===== src/rtl/pinIrqPkg.sv =====
package pinIrqPkg;
  localparam int unsigned IRQ_LINES = 16;
  localparam int unsigned DATA_W    = 32;

  localparam int unsigned OFS_NMI_STAT  = 'h00;
  localparam int unsigned OFS_NMI_CLR   = 'h04;
  localparam int unsigned OFS_NMI_SENSE = 'h08;
  localparam int unsigned OFS_IRQ_STAT  = 'h10;
  localparam int unsigned OFS_IRQ_CLR   = 'h14;
  localparam int unsigned OFS_IRQ_SENSE = 'h18;

  typedef enum logic [1:0] {
    SENSE_LVL_LOW = 2'd0,
    SENSE_FALL    = 2'd1,
    SENSE_RISE    = 2'd2,
    SENSE_BOTH    = 2'd3
  } senseSel_t;

  typedef struct packed {
    logic                 nmiClr;
    logic [IRQ_LINES-1:0] irqClr;
  } clrStrb_t;
endpackage


===== src/rtl/pinIrqCtrl.sv =====
module pinIrqCtrl
  import pinIrqPkg::*;
#(
  parameter int unsigned ADDR_W = 8
) (
  input  logic                   clk,
  input  logic                   rstN,
  input  logic [ADDR_W-1:0]      regAddr,
  input  logic                   regWrEn,
  input  logic [DATA_W-1:0]      regWrData,
  input  logic                   regRdEn,
  input  logic                   nmiFlag,
  input  logic [IRQ_LINES-1:0]   irqFlag,
  output logic [DATA_W-1:0]      regRdData,
  output logic                   nmiSense,
  output logic [2*IRQ_LINES-1:0] irqSense,
  output clrStrb_t               clrStrb
);
  logic hitNmiClr, hitNmiSense, hitIrqClr, hitIrqSense;
  logic [DATA_W-1:0] rdMux;

  assign hitNmiClr   = (regAddr == ADDR_W'(OFS_NMI_CLR));
  assign hitNmiSense = (regAddr == ADDR_W'(OFS_NMI_SENSE));
  assign hitIrqClr   = (regAddr == ADDR_W'(OFS_IRQ_CLR));
  assign hitIrqSense = (regAddr == ADDR_W'(OFS_IRQ_SENSE));

  // Clear strobes toward the datapath
  always_comb begin
    clrStrb.nmiClr = regWrEn && hitNmiClr && regWrData[0];
    clrStrb.irqClr = (regWrEn && hitIrqClr) ? regWrData[IRQ_LINES-1:0] : '0;
  end

  // Sense registers
  always_ff @(posedge clk or negedge rstN) begin
    if (!rstN) begin
      nmiSense <= 1'b0;
      irqSense <= '0;
    end else if (regWrEn) begin
      if (hitNmiSense) nmiSense <= regWrData[0];
      if (hitIrqSense) irqSense <= regWrData[2*IRQ_LINES-1:0];
    end
  end

  // Read mux, registered on the read strobe
  always_comb begin
    unique case (regAddr)
      ADDR_W'(OFS_NMI_STAT):  rdMux = DATA_W'(nmiFlag);
      ADDR_W'(OFS_NMI_SENSE): rdMux = DATA_W'(nmiSense);
      ADDR_W'(OFS_IRQ_STAT):  rdMux = DATA_W'(irqFlag);
      ADDR_W'(OFS_IRQ_SENSE): rdMux = DATA_W'(irqSense);
      default:                rdMux = '0;
    endcase
  end

  always_ff @(posedge clk or negedge rstN) begin
    if (!rstN)        regRdData <= '0;
    else if (regRdEn) regRdData <= rdMux;
  end


  rd_irq_stat_chk: assert property (@(posedge clk) disable iff (!rstN)
    (regRdEn && regAddr == ADDR_W'(OFS_IRQ_STAT)) |=> (regRdData == DATA_W'($past(irqFlag))));


  rd_irq_sense_chk: assert property (@(posedge clk) disable iff (!rstN)
    (regWrEn && hitIrqSense) |=> (irqSense == $past(regWrData[2*IRQ_LINES-1:0])));
endmodule


===== src/rtl/pinIrqPath.sv =====
module pinIrqPath
  import pinIrqPkg::*;
#(
  parameter int unsigned SYNC_STAGES = 2
) (
  input  logic                   clk,
  input  logic                   rstN,
  input  logic                   nmiPin,
  input  logic [IRQ_LINES-1:0]   irqPins,
  input  logic                   nmiSense,
  input  logic [2*IRQ_LINES-1:0] irqSense,
  input  clrStrb_t               clrStrb,
  output logic                   nmiFlag,
  output logic [IRQ_LINES-1:0]   irqFlag
);
  localparam int unsigned LINES = IRQ_LINES + 1;

  logic [LINES-1:0] pinVec, lvlNow, prevQ, riseV, fallV;
  logic [SYNC_STAGES-1:0][LINES-1:0] syncQ;
  logic [IRQ_LINES-1:0] irqLvl, irqHit, edgeMode, irqNext;
  logic nmiHit;

  assign pinVec = {irqPins, nmiPin};

  // Synchroniser chain plus one history stage, idle high
  always_ff @(posedge clk or negedge rstN) begin
    if (!rstN) begin
      syncQ <= '1;
      prevQ <= '1;
    end else begin
      syncQ[0] <= pinVec;
      for (int s = 1; s < SYNC_STAGES; s++) syncQ[s] <= syncQ[s-1];
      prevQ <= syncQ[SYNC_STAGES-1];
    end
  end

  assign lvlNow = syncQ[SYNC_STAGES-1];
  assign riseV  = lvlNow & ~prevQ;
  assign fallV  = ~lvlNow & prevQ;
  assign irqLvl = lvlNow[LINES-1:1];

  assign nmiHit = nmiSense ? riseV[0] : fallV[0];

  for (genvar n = 0; n < IRQ_LINES; n++) begin : g_line
    senseSel_t mode;
    assign mode        = senseSel_t'(irqSense[2*n +: 2]);
    assign edgeMode[n] = (mode != SENSE_LVL_LOW);
    assign irqHit[n]   = (mode == SENSE_FALL) ? fallV[n+1] :
                         (mode == SENSE_RISE) ? riseV[n+1] :
                         (mode == SENSE_BOTH) ? (riseV[n+1] | fallV[n+1]) : 1'b0;
    assign irqNext[n]  = !edgeMode[n]     ? ~irqLvl[n] :
                         irqHit[n]        ? 1'b1 :
                         clrStrb.irqClr[n] ? 1'b0 : irqFlag[n];
  end

  always_ff @(posedge clk or negedge rstN) begin
    if (!rstN) begin
      nmiFlag <= 1'b0;
      irqFlag <= '0;
    end else begin
      irqFlag <= irqNext;
      if (nmiHit)              nmiFlag <= 1'b1;
      else if (clrStrb.nmiClr) nmiFlag <= 1'b0;
    end
  end


  nmi_clr_chk: assert property (@(posedge clk) disable iff (!rstN)
    (clrStrb.nmiClr && !nmiHit) |=> !nmiFlag);


  level_follow_chk: assert property (@(posedge clk) disable iff (!rstN)
    ((irqFlag ^ ~$past(irqLvl)) & ~$past(edgeMode)) == '0);


  edge_clr_chk: assert property (@(posedge clk) disable iff (!rstN)
    ((clrStrb.irqClr & edgeMode & ~irqHit) != '0)
      |=> ((irqFlag & $past(clrStrb.irqClr & edgeMode & ~irqHit)) == '0));


  edge_wins_chk: assert property (@(posedge clk) disable iff (!rstN)
    ((clrStrb.irqClr & irqHit) != '0)
      |=> ((irqFlag & $past(clrStrb.irqClr & irqHit)) == $past(clrStrb.irqClr & irqHit)));
endmodule


===== src/rtl/pinIrqSense.sv =====
module pinIrqSense
  import pinIrqPkg::*;
#(
  parameter int unsigned ADDR_W      = 8,
  parameter int unsigned SYNC_STAGES = 2
) (
  input  logic                 clk,
  input  logic                 rstN,
  input  logic                 nmiPin,
  input  logic [IRQ_LINES-1:0] irqPins,
  input  logic [ADDR_W-1:0]    regAddr,
  input  logic                 regWrEn,
  input  logic [DATA_W-1:0]    regWrData,
  input  logic                 regRdEn,
  output logic [DATA_W-1:0]    regRdData,
  output logic                 nmiReq,
  output logic [IRQ_LINES-1:0] irqReq
);
  logic nmiSense, nmiFlag;
  logic [2*IRQ_LINES-1:0] irqSense;
  logic [IRQ_LINES-1:0] irqFlag;
  clrStrb_t clrStrb;

  pinIrqCtrl #(.ADDR_W(ADDR_W)) i_ctrl (
    .clk(clk), .rstN(rstN), .regAddr(regAddr), .regWrEn(regWrEn),
    .regWrData(regWrData), .regRdEn(regRdEn), .nmiFlag(nmiFlag),
    .irqFlag(irqFlag), .regRdData(regRdData), .nmiSense(nmiSense),
    .irqSense(irqSense), .clrStrb(clrStrb)
  );

  pinIrqPath #(.SYNC_STAGES(SYNC_STAGES)) i_path (
    .clk(clk), .rstN(rstN), .nmiPin(nmiPin), .irqPins(irqPins),
    .nmiSense(nmiSense), .irqSense(irqSense), .clrStrb(clrStrb),
    .nmiFlag(nmiFlag), .irqFlag(irqFlag)
  );

  assign nmiReq = nmiFlag;
  assign irqReq = irqFlag;
endmodule


===== config.mk =====
export PLATFORM = sky130hd
export DESIGN_NAME = pinIrqSense
export DESIGN_NICKNAME = d
export VERILOG_FILES = /design/src/rtl/pinIrqPkg.sv /design/src/rtl/pinIrqCtrl.sv /design/src/rtl/pinIrqPath.sv /design/src/rtl/pinIrqSense.sv
export SDC_FILE = /design/constraint.sdc
export NUM_CORES = 1
export LEC_CHECK = 0
export BUFFER_PORTS_ARGS = -buffer_cell sky130_fd_sc_hd__buf_2
export CELL_PAD_IN_SITES_DETAIL_PLACEMENT = 0
export CELL_PAD_IN_SITES_GLOBAL_PLACEMENT = 1
export CORE_MARGIN = 5
export CORE_UTILIZATION = 44
export CTS_CLUSTER_SIZE = 30
export DETAILED_ROUTE_END_ITERATION = 16
export PLACE_DENSITY = 0.82
export REMOVE_ABC_BUFFERS = 1
export SLEW_MARGIN = 0
export SYNTH_ARGS = -nofsm -noshare
export SYNTH_HDL_FRONTEND = slang
export SYNTH_SLANG_ARGS = --single-unit

===== constraint.sdc =====
create_clock -name clk -period 1.4 [get_ports clk]
set_input_delay 0.14 -clock clk [delete_from_list [all_inputs] [get_ports clk]]
set_output_delay 0.14 -clock clk [all_outputs]
set_load 0.005 [all_outputs]

==> reports/results.ini, run 1 <==
[power]
seqPwrFrac_pct = 43.6
power_switching_mw = 2.11
p_comb_share_pct = 7.7
p_leak_nw = 3.81
cellInternalPower_mw = 7.54
power-per-cell-area_nw_per_um2 = 1210
pwr-share-clk_pct = 48.7
switching_share_pct = 21.9
peakVddDrop_v = 0.000952

[die]
coreArea_sq_um = 13200
die_h_um = 126
io_pins = 110
fp.dieArea_sq_um = 16000
num_rows = 42
die_x_um = 126
start_util_pct = 45.0

[timing]
maxSlewViolCount = 0
worstMarginPinSlew_ns = 0.446
whs_ns = 0.0157
final.period_utilization_pct = 90.3
clock.fmax_ghz = 0.791
period_needed_ns = 1.26
finalSetupTns_ns = 0
fin_skew_ns = 0.00605
slew_headroom_pct = 70.0
hold_viol = 0
setup_viol = 0
rsz0062_at_grt = no

[setup_path]
criticalPathCategory = flip-flop to flip-flop
crit_path_end_kind = flip-flop
r2r_cells = 5
cp_data_arrival_time_ns = 1.54
worst-path-max-fanout = 2
worstPathRequired_ns = 1.68
ff2ff_setup_slack_ns = 0.14
cp-start-kind = flip-flop

[logic_synthesis]
yosysSeqAreaShare_pct = 56.9
ys_types = 27
netlist_area_sq_um = 5960
ys_seq_elements = 133
synthArstFlopShare_pct = 100
synth-edff-count = 0
syn_avg_cell_area_sq_um = 12.3
yosys_warnings = 0
syn_inst = 484
synthFlopType = dfrtp_1

[clock_tree]
cts_buffers = 17
insertion_delay_ns = 0.42
cts-root-buf = clkbuf_16
cts.clk_slew.worst_paths_ns = 0.05
cts.hold.buffers_added = 49
cts_sinks = 133
cts_resized = 0
ctsHtreeMaxLevel = 4
postCtsSetupRepairBufs = 0
clockBufferDepth = 2
cts_tree = yes

[detailed_routing]
ant_nets = 0
wl_per_cell_um = 15.7
firstDrtPassIters = 6
avgViaCountPerCell = 5.00
highest_layer = met4
drt-met1-wl_um = 5620
drc_errors = 0
drt_wl_total_um = 13400
met2_length_um = 6700
route.met3.wl_um = 800
num_vias = 4263
drtIter0Drc = 257

[job]
max_cap_violations = 0

[worst_hold_path]
hold_depth = 2
hp-class = primary input to flip-flop

[final_layout]
drive_gt1_share_pct = 36.6
seq_area_sq_um = 3390
most-common-layout-cells = buf_2, dfrtp_1, inv_1
final_common_cell = buf_2
diodes = 0
fin_nets = 757
fillers = 1065
area_delta_synth_final_pct = 34.0
multi_input_area_sq_um = 2180

[global_route]
grt_pass1_wl_um = 21900
grtUsageTotal_pct = 17.4
overflow = 0
grt_pass1_vias = 4385
antenna_found_initial = 0
grt_max_degree = 44

[placement]
place_congestion = 0.780
dp_hpwl_um = 9400
portBuffers = 109

[run_status]
status = complete, no violations

-- metrics by stage --
stage	cells	worst slack (ns)	util, %	total power [mW]	cell area, sq um
after floorplan	468	-0.523	-	4.51	5870
after CTS	853	0.131	60.3	9.76	7990
after detailed placement	772	-0.120	51.8	4.92	6860
final	853	0.136	60.3	9.64	7990
after global placement	772	-0.0529	51.8	4.88	6860
after global routing	853	0.0162	60.3	10.0	7990
-- cells in the mapped netlist (all sizes together) (9+ instances only) --
library cell,n,area (sq um)
and4,16,140
clkbuf,9,33.8
dfrtp,82,2050
dfstp,51,1340
ha,32,400
inv,80,300
mux2,33,484
mux2i,15,150
nand2,32,120
nand2b,16,100
o211ai,16,120
o21ai,33,165
o221ai,16,140
o22ai,31,194
-- layout make-up --
class	count	share of cell area (%)
clock inverters	12	2.22
inverters	80	3.76
clock buffers	20	5.72
well taps	176	2.76
flip-flops and latches	133	42.5
multi-input cells	255	27.3
repair buffers	177	15.8
-- per-layer routing --
| metal | track usage, % | up-vias |
|---|---|---|
| li1 | - | 2051 |
| met1 | 21.0 | 2093 |
| met2 | 29.3 | 98 |
| met3 | 5.42 | 21 |
| met4 | 6.06 | 0 |
| met5 | 0 | - |
-- sequential cells by signal, summed over array words and instances (netlist names) --
register          cells
i_ctrl.irqSense      32
i_path.syncQ         17
i_path.nmiFlag        1
i_path.prevQ         17
i_ctrl.regRdData     32
i_ctrl.nmiSense       1
i_path.irqFlag       16
i_path.lvlNow        17
-- power by group through the flow --
stage	clock (mW)	combinational, mW	sequential [mW]
after floorplan	0	0.279	4.23
after global placement	0	0.619	4.26
after detailed placement	0	0.643	4.27
after CTS	4.80	0.754	4.21
after global routing	4.96	0.834	4.24
final	4.70	0.739	4.21
-- worst paths after layout --
path | startpoint | to
max in group asynchronous | rstN | i_path.prevQ[14]
hold reg to reg | i_path.syncQ[12] | i_path.lvlNow[12]
min in group asynchronous | rstN | i_path.irqFlag[10]
hold / removal | regWrData[0] | i_ctrl.nmiSense
setup reg to reg | i_path.prevQ[6] | i_path.irqFlag[5]
setup / recovery | i_path.prevQ[6] | i_path.irqFlag[5]
-- logic make-up after synthesis --
logic type | Yosys count | synth area share [%]
buffers and inverters | 96 | 6.51
flip-flops | 133 | 56.9
adder cells (fa/ha/maj) | 32 | 6.72
AO/OA/AOI/OAI | 97 | 10.6
multiplexers | 49 | 11.0
AND/OR/NAND/NOR | 77 | 8.27
-- critical path, cell delays in order, from the launching register on --
cell and delay (ns):
dfstp_2 0.53, inv_1 0.04, ha_1 0.26, nand2_1 0.05, o211ai_1 0.11, o221ai_1 0.14
Power figures use the tool's default switching activity.
==> run 2: changes to the inputs <==
- BUFFER_PORTS_ARGS: -buffer_cell sky130_fd_sc_hd__buf_2 -> default
- CORE_UTILIZATION: 44 -> 50
- DONT_BUFFER_PORTS: default -> 1
- PLACE_DENSITY: 0.82 -> 0.81
==> reports/results.ini, run 2 (synthesis gave the netlist of run 1 again) <==
[run_status]
status = complete, but fails checks
violations = negative hold slack

[power]
peakVddDrop_v = 0.000964  ; +1.2%
power-per-cell-area_nw_per_um2 = 1270  ; +5.4%
p_leak_nw = 3.31  ; -13%

[clock_tree]
cts.hold.buffers_added = 56  ; +14%
cts_sinks = 133  ; unchanged
cts.clk_slew.worst_paths_ns = 0.06  ; about the same
cts_tree = yes
clockBufferDepth = 2  ; unchanged
ctsHtreeMaxLevel = 4  ; unchanged
cts_buffers = 17  ; unchanged
cts-root-buf = clkbuf_16
insertion_delay_ns = 0.42  ; about the same

[die]
io_pins = 110  ; unchanged
coreArea_sq_um = 11600  ; -13%
die_h_um = 119  ; -5.7%
num_rows = 39  ; -7.1%
fp.dieArea_sq_um = 14200  ; -11%
die_x_um = 119  ; -5.7%
start_util_pct = 51.5  ; +6.5 points

[detailed_routing]
drt_wl_total_um = 13100  ; -2.1%
firstDrtPassIters = 5  ; -1
drtIter0Drc = 267  ; +3.9%
num_vias = 3874  ; -9.1%
ant_nets = 0  ; unchanged
wl_per_cell_um = 18.5  ; +18%
avgViaCountPerCell = 5.47  ; +9.5%
drc_errors = 0  ; unchanged

[placement]
dp_hpwl_um = 8040  ; -15%
place_congestion = 0.728  ; -6.6%
dp_cells = 620  ; -20%
portBuffers = 0  ; -100%

[setup_path]
criticalPathCategory = primary input to flip-flop
worst-path-max-fanout = 9  ; +7
cp_data_arrival_time_ns = 1.62  ; +0.08 ns
worstReg2RegStart = i_path.prevQ[15]
r2r_cells = 5  ; unchanged
crit_path_end_kind = flip-flop
r2r-end = i_path.irqFlag[14]
worstPathRequired_ns = 1.68  ; about the same
ff2ff_setup_slack_ns = 0.12  ; -0.02 ns
cp-start-kind = primary input

[timing]
finalSetupTns_ns = 0  ; unchanged
worstMarginPinSlew_ns = 0.408  ; -0.0383 ns
rsz0062_at_grt = no
fin_skew_ns = 0.00572  ; -0.000323 ns
clock.fmax_ghz = 0.742  ; -6.2%
maxSlewViolCount = 0  ; unchanged
whs_ns = -0.578  ; -0.594 ns
hold_viol = 133  ; +133
final.period_utilization_pct = 96.3  ; +6.0 points
slew_headroom_pct = 72.6  ; +2.6 points
period_needed_ns = 1.35  ; +0.0842 ns
setup_viol = 0  ; unchanged

[final_layout]
instances_no_fill = 708  ; -17%
final_common_cell = dfrtp_1
area_delta_synth_final_pct = 23.3
most-common-layout-cells = dfrtp_1, inv_1, dlygate4sd3_1
drive_gt1_share_pct = 22.8  ; -14 points
diodes = 0  ; unchanged
reg.largest.list = i_ctrl.irqSense (32), i_ctrl.regRdData (32)
fin_nets = 645  ; -15%

[global_route]
grtUsageTotal_pct = 19.7  ; +2.3 points
overflow = 0  ; unchanged
grt_pass1_wl_um = 21600  ; -1.2%
antenna_found_initial = 0  ; unchanged
grt_pass1_vias = 4068  ; -7.2%
grt_max_degree = 134  ; +200%

[job]
max_cap_violations = 0  ; unchanged

[worst_hold_path]
hp-class = primary input to asynchronous set/reset pin

run 2: cell types whose count changed in the layout (fill, tap and decap cells not counted), sizes merged:
| cell | delta |
|---|---|
| bufinv | -1 |
| clkinvlp | -2 |
| dlygate4sd3 | +5 |
| clkinv | -1 |
| clkbuf | +5 |
| buf | -117 |
| inv | -1 |
run 2: layout make-up:
cell class,count,area [sq um]
Sequential cell,133,3390
Tap cell,143,179
Clock inverter,7,119
Multi-Input combinational cell,255,2180
Clock buffer,25,505
Timing Repair Buffer,65,673
Fill cell,872,4220
Inverter,80,300
run 2: timing repair:
| item | 4_1_cts | 5_1_grt |
|---|---|---|
| buffers inserted | 0 | 0 |
| endpoints found under the hold margin | 216 | 133 |
| gates resized for setup | 0 | 0 |
run 2: worst max path at each step:
| stage | startpoint | end | slack, ns |
|---|---|---|---|
| 2_1_floorplan | regAddr[7] | i_ctrl.irqSense[10] | -0.52 |
| 3_3_place_gp | regAddr[7] | i_ctrl.regRdData[17] | 0.07 |
| 3_5_place_dp | regAddr[7] | i_ctrl.regRdData[24] | 0.009 |
| 4_1_cts | regAddr[1] | i_path.irqFlag[12] | 0.06 |
| 5_1_grt | regAddr[1] | i_path.irqFlag[0] | 0.004 |
| 6_report | regAddr[1] | i_path.irqFlag[12] | 0.05 |
run 2: layer usage:
metal,part of all wire [%],track usage [%],vias to the layer above
li1,-,-,1823
met1,40,22.8,1930
met2,51,33.3,99
met3,6.6,6.92,22
met4,2.0,7.97,0
met5,0,0,-
run 2: stage by stage:
| stage | hold slack, ns | total power [mW] | util (%) | cell area, sq um | setup WS [ns] |
|---|---|---|---|---|---|
| after floorplan | -0.156 | 4.51 | - | 5870 | -0.523 |
| after global placement | -0.151 | 4.58 | 53.1 | 6140 | 0.0680 |
| after detailed placement | -0.150 | 4.62 | 53.1 | 6140 | 0.00904 |
| after CTS | -0.601 | 9.44 | 63.5 | 7350 | 0.0567 |
| after global routing | -0.603 | 9.73 | 63.5 | 7350 | 0.00433 |
| final | -0.578 | 9.36 | 63.5 | 7350 | 0.0519 |
run 2: critical path: stages:
cell and delay, ns:
dlygate4sd3_1 0.58, nor4b_4 0.34, buf_4 0.23, and4_1 0.22, o221ai_1 0.11
run 2: power breakdown:
part	internal [mW]	switching, mW	total (mW)
sequential	4.07	0.155	4.22
combinational	0.308	0.200	0.508
clock	3.04	1.59	4.63
total	7.41	1.94	9.36
